<file path="config.mk">
export PLATFORM = sky130hd
export DESIGN_NAME = prio_irq_ctrl
export DESIGN_NICKNAME = d
export VERILOG_FILES = /design/src/rtl/prio_irq_pkg.sv /design/src/rtl/irq_pend_bank.sv /design/src/rtl/irq_prio_arb.sv /design/src/rtl/irq_lvl_stack.sv /design/src/rtl/prio_irq_ctrl.sv
export SDC_FILE = /design/constraint.sdc
export NUM_CORES = 1
export LEC_CHECK = 0
export BUFFER_PORTS_ARGS = -buffer_cell sky130_fd_sc_hd__buf_2
export CAP_MARGIN = 20
export CORE_MARGIN = 3
export CORE_UTILIZATION = 55
export DETAILED_ROUTE_END_ITERATION = 10
export PLACE_DENSITY = 0.74
export SYNTH_ARGS = -nofsm -noshare
export SYNTH_HDL_FRONTEND = slang
export SYNTH_HIERARCHICAL = 1
export SYNTH_SLANG_ARGS = --single-unit
</file>
<file path="constraint.sdc">
create_clock -name clk -period 13.31 [get_ports clk]
set_input_delay 2.662 -clock clk [delete_from_list [all_inputs] [get_ports clk]]
set_output_delay 2.662 -clock clk [all_outputs]
set_load 0.02 [all_outputs]
</file>
<file path="src/rtl/prio_irq_pkg.sv">
package prio_irq_pkg;

    localparam int PRIO_W = 4;
    localparam int VEC_W  = 9;

    // register offsets
    localparam int A_CUR  = 0;
    localparam int A_VEC  = 1;
    localparam int A_EOI  = 2;
    localparam int A_PRI0 = 4;

    localparam logic [VEC_W-1:0] NO_VEC = '1;

    typedef struct packed {
        logic              valid;
        logic [PRIO_W-1:0] prio;
        logic [VEC_W-1:0]  vec;
    } win_t;

    function automatic logic beats(input win_t w, input logic [PRIO_W-1:0] lvl);
        return w.valid && (w.prio > lvl);
    endfunction

endpackage

</file>
<file path="src/rtl/irq_pend_bank.sv">
module irq_pend_bank #(
    parameter int N = 8
) (
    input  logic         clk,
    input  logic         rst,
    input  logic [N-1:0] src,
    input  logic [N-1:0] clr,
    output logic [N-1:0] pend
);
    logic [N-1:0] src_d;
    logic [N-1:0] rise;

    assign rise = src & ~src_d;

    always_ff @(posedge clk) begin
        if (rst) begin
            src_d <= '0;
            pend  <= '0;
        end else begin
            src_d <= src;
            pend  <= (pend & ~clr) | rise;
        end
    end
endmodule

</file>
<file path="src/rtl/irq_prio_arb.sv">
module irq_prio_arb
    import prio_irq_pkg::*;
#(
    parameter int N = 8
) (
    input  logic [N-1:0]             pend,
    input  logic [N-1:0][PRIO_W-1:0] prio,
    output win_t                     win
);
    always_comb begin
        win = '0;
        for (int i = 0; i < N; i++) begin
            // strict compare keeps the lowest index on ties; prio 0 never exceeds 0
            if (pend[i] && (prio[i] > win.prio)) begin
                win.valid = 1'b1;
                win.prio  = prio[i];
                win.vec   = VEC_W'(i);
            end
        end
    end
endmodule

</file>
<file path="src/rtl/irq_lvl_stack.sv">
module irq_lvl_stack
    import prio_irq_pkg::*;
#(
    parameter int DEPTH = 16
) (
    input  logic              clk,
    input  logic              rst,
    input  logic              push,
    input  logic              pop,
    input  logic [PRIO_W-1:0] din,
    output logic [PRIO_W-1:0] top,
    output logic              empty
);
    localparam int PTR_W = (DEPTH > 1) ? $clog2(DEPTH) : 1;
    localparam int CNT_W = $clog2(DEPTH + 1);

    logic [PRIO_W-1:0] mem [DEPTH];
    logic [CNT_W-1:0]  cnt;

    assign empty = (cnt == '0);
    assign top   = empty ? '0 : mem[PTR_W'(cnt - 1'b1)];

    always_ff @(posedge clk) begin
        if (rst) begin
            cnt <= '0;
        end else if (push) begin
            if (cnt < CNT_W'(DEPTH)) begin
                mem[PTR_W'(cnt)] <= din;
                cnt              <= cnt + 1'b1;
            end
        end else if (pop && !empty) begin
            cnt <= cnt - 1'b1;
        end
    end
endmodule

</file>
<file path="src/rtl/prio_irq_ctrl.sv">
module prio_irq_ctrl
    import prio_irq_pkg::*;
#(
    parameter int NSRC        = 8,
    parameter int STACK_DEPTH = 16,
    parameter int ADDR_W      = 6
) (
    input  logic              clk,
    input  logic              rst,
    input  logic [NSRC-1:0]   irq_src_i,
    output logic              irq_o,
    output logic [VEC_W-1:0]  vec_o,
    input  logic              ack_i,
    input  logic              bus_we,
    input  logic              bus_re,
    input  logic [ADDR_W-1:0] bus_addr,
    input  logic [PRIO_W-1:0] bus_wdata,
    output logic [VEC_W-1:0]  bus_rdata
);
    logic [NSRC-1:0][PRIO_W-1:0] prio_tbl;
    logic [PRIO_W-1:0]           cur_q;
    logic                        irq_q;
    win_t                        win, win_q;
    logic [NSRC-1:0]             pend, clr;
    logic                        vec_rd, take, eoi, cur_wr;
    logic [PRIO_W-1:0]           stk_top;
    logic                        stk_empty;

    assign vec_rd = bus_re && (bus_addr == ADDR_W'(A_VEC));
    assign take   = irq_q && (ack_i || vec_rd);
    assign eoi    = bus_we && (bus_addr == ADDR_W'(A_EOI));
    assign cur_wr = bus_we && (bus_addr == ADDR_W'(A_CUR));
    assign clr    = take ? (NSRC'(1) << win_q.vec) : '0;

    irq_pend_bank #(.N(NSRC)) u_pend (
        .clk  (clk),
        .rst  (rst),
        .src  (irq_src_i),
        .clr  (clr),
        .pend (pend)
    );

    irq_prio_arb #(.N(NSRC)) u_arb (
        .pend (pend),
        .prio (prio_tbl),
        .win  (win)
    );

    irq_lvl_stack #(.DEPTH(STACK_DEPTH)) u_stk (
        .clk   (clk),
        .rst   (rst),
        .push  (take),
        .pop   (eoi && !take),
        .din   (cur_q),
        .top   (stk_top),
        .empty (stk_empty)
    );

    // running level: acknowledge first, then end of interrupt, then software write
    always_ff @(posedge clk) begin
        if (rst) begin
            cur_q <= '0;
        end else if (take) begin
            cur_q <= win_q.prio;
        end else if (eoi && !stk_empty) begin
            cur_q <= stk_top;
        end else if (cur_wr) begin
            cur_q <= bus_wdata;
        end
    end

    always_ff @(posedge clk) begin
        if (rst) begin
            prio_tbl <= '0;
        end else begin
            for (int i = 0; i < NSRC; i++) begin
                if (bus_we && (bus_addr == ADDR_W'(A_PRI0 + i)))
                    prio_tbl[i] <= bus_wdata;
            end
        end
    end

    // registered request and vector
    always_ff @(posedge clk) begin
        if (rst) begin
            irq_q <= 1'b0;
            win_q <= '0;
        end else begin
            irq_q <= take ? 1'b0 : beats(win, cur_q);
            win_q <= win;
        end
    end

    assign irq_o = irq_q;
    assign vec_o = win_q.vec;

    always_comb begin
        bus_rdata = '0;
        if (bus_addr == ADDR_W'(A_CUR))
            bus_rdata = VEC_W'(cur_q);
        else if (bus_addr == ADDR_W'(A_VEC))
            bus_rdata = irq_q ? win_q.vec : NO_VEC;
        else begin
            for (int i = 0; i < NSRC; i++) begin
                if (bus_addr == ADDR_W'(A_PRI0 + i))
                    bus_rdata = VEC_W'(prio_tbl[i]);
            end
        end
    end
endmodule

</file>
Word-level counts from Yosys, hierarchy flattened
Memories as Yosys holds them, arrays and structs flattened.
Cells that the tools add are included.

word-level totals
  logic and storage cells = 111
  bits in writable memories = 64
  input bits = 23
  register bits after elaboration = 71
  output and inout port bits = 19
  memories kept = 1

operators by class
  bitwise gates (word level) = 5
  reduce and logical (&&, ||, !) cells = 34
  shift-type cells = 1
  equality and inequality tests = 11
  add/subtract/negate cells = 2
  multiplexer cells = 31
  $lt $le $gt $ge = 10

memory list
  memory     words  width  rd ports  clocked after memory_dff  write ports  line                 RTL
  u_stk.mem  16     4      1         0                         1            irq_lvl_stack.sv:17  logic [PRIO_W-1:0] mem [DEPTH];

operators by type and width
  cell                                                 count
  2-to-1 mux 14 bit                                    8
  2-to-1 mux 9 bit                                     10
  > comparator 4 bit                                   8
  equality test 6 x 3 -> 1 bit, second input constant  4
  equality test 6 x 4 -> 1 bit, second input constant  4
  logical AND 1 bit                                    24
  2-to-1 mux 4 bit                                     5
  AND 8 bit                                            2
  inverter 8 bit                                       2
  2-to-1 mux 5 bit                                     3
  left shift 1 x 9 -> 8 bit, first input constant      1
  2-to-1 mux 8 bit                                     1
  bitwise OR 8 bit                                     1
  OR reduction 8 bit                                   1
  equality test 6 x 1 -> 1 bit, second input constant  1
  equality test 6 x 2 -> 1 bit, second input constant  1
  logical NOT 6 bit                                    1
  adder 5 x 1 -> 5 bit, second input constant          1
  logical NOT 5 bit                                    1
  less-than comparator 5 bit, second input constant    1
  subtractor 5 x 1 -> 5 bit, second input constant     1
  > comparator 4 x 1 -> 1 bit, second input constant   1
  2-to-1 mux 1 bit                                     4
  nonzero test 3 bit                                   1
  6 further kinds                                      7

Longest topological paths before layout
  word-level depth = 26
  gate-level depth with buffers = 69
  depth with buffers taken out = 65

Hierarchy
The synthesis kept the hierarchy.

by module, submodules not included
  module         area each (um^2)  cells each  times used  seq. area each (um^2)
  irq_lvl_stack  3100.5            187         1           2021.9
  prio_irq_ctrl  2742.6            293         1           1001.0
  irq_prio_arb   1537.7            215         1           0.0
  irq_pend_bank  564.3             49          1           320.3

Worst setup path before layout
No wires, ideal clock.

  kind = reg-to-reg
  start point = reg u_pend.pend[0]
  end point = reg irq_q, in the netlist irq_o
  buffers on the path = 5
  cell stages (with the launch flop) = 65
  arrival time = 10816 ps
  clock period less this slack = 10945 ps
  path slack = 2365 ps
  required time = 13181 ps
  setup time = 129 ps
  cell sequence = dfxtp_1 -> nand2_1 -> ha_1 -> nor2b_4 -> o211ai_2 -> a21oi_1 -> mux2_2 -> ha_1 -> inv_1 -> a21o_1 -> nand4_1 -> nand2_1 -> a21oi_1 -> a41oi_2 -> mux2_2 -> ha_1 -> inv_1 -> a211o_1 -> [... 29 more ...] -> a211o_1 -> and4_1 -> buf_2 -> and2_4 -> mux2_4 -> ha_1 -> nor2b_1 -> o21a_1 -> o21ai_0 -> a21oi_1 -> clkbuf_1 -> a211o_1 -> o311ai_1 -> ha_1 -> nor2b_1 -> o21a_1 -> o21ai_0 -> a211oi_1

RTL lines
  item                    line                 RTL
  from (decl)             irq_pend_bank.sv:8   output logic [N-1:0] pend
  from (signal assigned)  irq_pend_bank.sv:21  pend <= (pend & ~clr) | rise;
  to (signal assigned)    prio_irq_ctrl.sv:89  irq_q <= take ? 1'b0 : beats(win, cur_q);
  to (decl)               prio_irq_ctrl.sv:22  logic irq_q;

==> impl_metrics.csv <==
group,metric,value,unit
clock_tree,cts-buffers-inserted,17,
routing,vias,5749,
pwr,power.density,118.9,nW/µm²
routing,wl_per_cell,19.08,µm
logic_synthesis,ys_seq_area_frac,0.4208,
logic_synthesis,synth_warnings,6,
logic_synthesis,synth-seq-cells,135,
worst_hold_path,worstHoldPathCells,2,
logic_synthesis,synth_cells,744,
global_route,grt_max_degree,70,
clock_tree,clockBufferDepth,2,
worst_hold_path,min_path_type,"reg2reg",
clock_tree,cts.clk_slew.worst_paths,0.06,ns
worst_setup_path,crit_path_max_fanout,13,
logic_synthesis,synth_area,7945,µm²
pwr,leakage,3.217,nW
global_route,antenna_found_initial,0,
worst_hold_path,min_from,"win_q[9]$_SDFF_PP0_",
floorplanning,die_x,126.2,µm
logic_synthesis,synth-simple-area-share,0.1915,
sta,rsz0062_at_grt,"no",
worst_setup_path,critPathTopFamily,"compound AO/OA/AOI/OAI gates",
worst_setup_path,path_common_cell,"ha_1",
routing,drt_iter0_drc,508,
floorplanning,dieArea,15920,µm²
pwr,power_switching,0.2354,mW
worst_setup_path,max_stage_delay,0.45,ns
place,place.gp.congestion,0.9353,
worst_setup_path,ff2ff_path_depth,59,
worst_setup_path,crit_type,"reg2reg",
routing,drt_pass1_iterations,5,
floorplanning,num_rows,43,
run,max_cap_violations,0,
floorplanning,ios,42,
logic_synthesis,synth_top_family_by_area,"simple AND/OR/NAND/NOR gates",
sta,period_share,0.9329,
clock_tree,cts.sinks,135,
place,placed_area,8015,µm²
worst_setup_path,r2r_slack,0.89,ns
logic_synthesis,synth_flop_cell,"dfxtp_1",
worst_setup_path,worstPathArrival,12.71,ns
sta,tightest_slew,0.7652,ns
sta,layout_min_cycle_time,12.42,ns
routing,drc,0,
routing,wirelength,18280,µm
cells_and_area,area_delta_synth_final,9.811,%
sta,timing.fmax,80.53,MHz
global_route,grt_pass1_wl,29360,µm
logic_synthesis,synth-edff-count,64,
clock_tree,htreeDepth,4,
sta,slew_headroom,0.4892,
clock_tree,clk_latency,0.42,ns
cells_and_area,antenna_cells,0,
worst_hold_path,whs_endpoint,"cur_q[0]$_SDFFE_PP0P_",
pwr,p_int,0.8021,mW
logic_synthesis,synth_cell_types,90,
cells_and_area,drive_above_1_share,0.1825,
place,hpwl,13070,µm
global_route,grt.total_usage,0.2323,
worst_setup_path,reg2reg_from,"u_pend/pend[0]$_SDFF_PP0_",
outcome,status,"finished clean",
worst_setup_path,worstReg2RegEnd,"irq_o$_SDFF_PP0_",
routing,viasPerCell,6.001,
logic_synthesis,synthMuxAreaShare,0.1317,
place,port-buffer-count,41,
sta,finalSetupViolCount,0,
floorplanning,start_util,0.5680,
pwr,vdd_ir_drop_max,0.08961,mV
worst_setup_path,required,13.60,ns
cells_and_area,finalInstanceArea,8725,µm²
logic_synthesis,synth_xor_area_frac,0.009764,
worst_setup_path,cp_num_buf_inv,5,
worst_setup_path,crit_slowest_cell,"dfxtp_1",
sta,final_hold_viol_count,0,
pwr,combinationalPowerShare,0.073,
logic_synthesis,synth-compound-area-share,0.1203,
logic_synthesis,syn_area_per_cell,10.68,µm²
global_route,grt_pass1_vias,5643,
pwr,switching_share,0.2269,
pwr,seqPwrFrac,0.431,
worst_setup_path,critPathLaunchType,"register",
routing,ant_nets,0,
logic_synthesis,async_flop_share,0,
floorplanning,die_h,126.2,µm
clock_tree,cts_tree,"yes",
cells_and_area,nets,820,
pwr,p_clk_frac,0.496,
sta,skew,0.006522,ns
floorplanning,core_area,13990,µm²
sta,tns,0,ns
clock_tree,root_buffer,"clkbuf_16",
logic_synthesis,synth_fa_ha_area_frac,0.05039,
global_route,grt_remaining_overflow,0,
worst_setup_path,end_kind,"register",
sta,drv_slew,0,
## per-layer routing
metal  routed length [µm]  track usage  up-vias
met3                  877      0.04411       38
met2                 9107       0.3903      200
met4                  555      0.09085        0
met1                 7734       0.2976     2780
met5                    0            0        -
li1                     -            -     2731
## cell families after synthesis
logic type,Yosys count
AOI/OAI and AO/OA,132
and+or+nand+nor,255
adders and majority gates,32
buffers and inverters,103
xor gates and xnor gates,8
muxes,78
DFF,135
other,1
## flip-flops by register name, summed over array words and instances, names as in the netlist
| register | count |
|---|---|
| prio_tbl | 32 |
| u_pend/pend | 8 |
| vec_o | 9 |
| u_stk/mem | 64 |
| irq_o | 1 |
| u_stk/cnt | 5 |
| cur_q | 4 |
| win_q | 4 |
| u_pend/src_d | 8 |
## tightest hold or removal path: cells and delay by family (launching register included)
kind	cells	cell delay (ns)
flops	1	0.29
compound gates	1	0.07
buf+inv	1	0.04
## layout make-up
type                       count  area (µm²)
fill                        1126        5264
multi-input combinational    511        4044
sequential                   135        3343
clock buffer                  17       425.4
timing repair buffer          50       272.8
clock inverter                15       226.5
tap                          180       225.2
inverter                      50       187.7
## Yosys cell counts, drive strengths merged (3+ instances only)
library cell | instances | area [µm²]
a211o | 3 | 26.28
a211oi | 7 | 52.55
a21o | 3 | 22.52
a21oi | 40 | 234.0
a222oi | 4 | 40.04
a22o | 5 | 43.79
a311oi | 4 | 35.03
a31oi | 4 | 25.02
and2 | 22 | 140.1
and2b | 6 | 45.04
and3 | 4 | 25.02
and3b | 5 | 43.79
buf | 41 | 359.1
clkbuf | 11 | 41.29
dfxtp | 71 | 1421
edfxtp | 64 | 1922
ha | 32 | 400.4
inv | 50 | 187.7
mux2 | 9 | 105.1
mux2i | 52 | 524.3
mux4 | 17 | 416.7
nand2 | 41 | 153.9
nand2b | 22 | 137.6
nand3 | 18 | 90.09
nand4 | 9 | 71.32
nor2 | 59 | 221.5
nor2b | 29 | 201.5
nor3 | 10 | 88.84
nor3b | 7 | 73.82
nor4 | 6 | 67.56
nor4b | 3 | 56.31
o211ai | 5 | 42.54
o21a | 6 | 45.04
o21ai | 22 | 113.9
o22ai | 4 | 25.02
o31a | 3 | 26.28
or2 | 6 | 37.53
xnor2 | 5 | 51.30
xor2 | 3 | 26.28
## stage by stage
step	utilization	worst slack (ns)	hold WS (ns)	total power, mW	instances
2_1_floorplan	-	2.365	0.4318	0.5146	749
3_3_place_gp	0.5730	1.429	0.4544	0.5274	921
3_5_place_dp	0.5730	0.8020	0.4557	0.5299	921
4_1_cts	0.6196	0.7614	0.4620	1.042	953
5_1_grt	0.6237	0.02001	0.4827	1.072	958
6_report	0.6237	0.8926	0.4602	1.038	958
## worst max path at each step
stage / start / endpoint / slack, ns / cells after the start
floorplan: u_pend/pend[0]$_SDFF_PP0_ / irq_o$_SDFF_PP0_ / 2.37 / 64
global placement: u_pend/pend[0]$_SDFF_PP0_ / irq_o$_SDFF_PP0_ / 1.43 / 61
detailed placement: u_pend/pend[0]$_SDFF_PP0_ / irq_o$_SDFF_PP0_ / 0.80 / 60
CTS: u_pend/pend[0]$_SDFF_PP0_ / irq_o$_SDFF_PP0_ / 0.76 / 60
global route: u_pend/pend[0]$_SDFF_PP0_ / irq_o$_SDFF_PP0_ / 0.02 / 60
finish: u_pend/pend[0]$_SDFF_PP0_ / irq_o$_SDFF_PP0_ / 0.89 / 59
## repair_timing
action | in CTS | in global routing
hold endpoints to repair | 0 | 0
hold buffers | 0 | 0
setup endpoints to repair | 0 | 1
resized for setup | 0 | 3
setup buffers | 0 | 5
## cell usage in the layout (no fill, tap or decap), types with 5 or more instances in the layout
cell type and count:
bufinv_16 5, mux2_2 8, nand3_1 18, o21a_1 6, a22o_1 5, conb_1 6
nor3_1 6, nand2_1 41, dfxtp_1 71, nor2_1 59, a211oi_1 7, mux4_2 8
ha_1 32, edfxtp_1 64, clkbuf_16 17, buf_4 9, and2_1 21, nor2b_1 25
and2b_1 6, a21oi_2 9, inv_1 50, a21oi_1 30, mux2i_1 51, and3b_1 5
nand4_1 8, mux4_1 9, o21ai_0 20, buf_2 41, nand2b_1 22
## power by group through the flow
stage | Sequential (mW) | Clock (mW) | Combinational [mW]
2_1_floorplan | 0.452 | 0 | 0.0622
3_3_place_gp | 0.456 | 0 | 0.0714
3_5_place_dp | 0.456 | 0 | 0.0736
4_1_cts | 0.447 | 0.520 | 0.0740
5_1_grt | 0.448 | 0.541 | 0.0827
6_report | 0.447 | 0.515 | 0.0756
No activity file was read; power rests on OpenSTA's default activity.
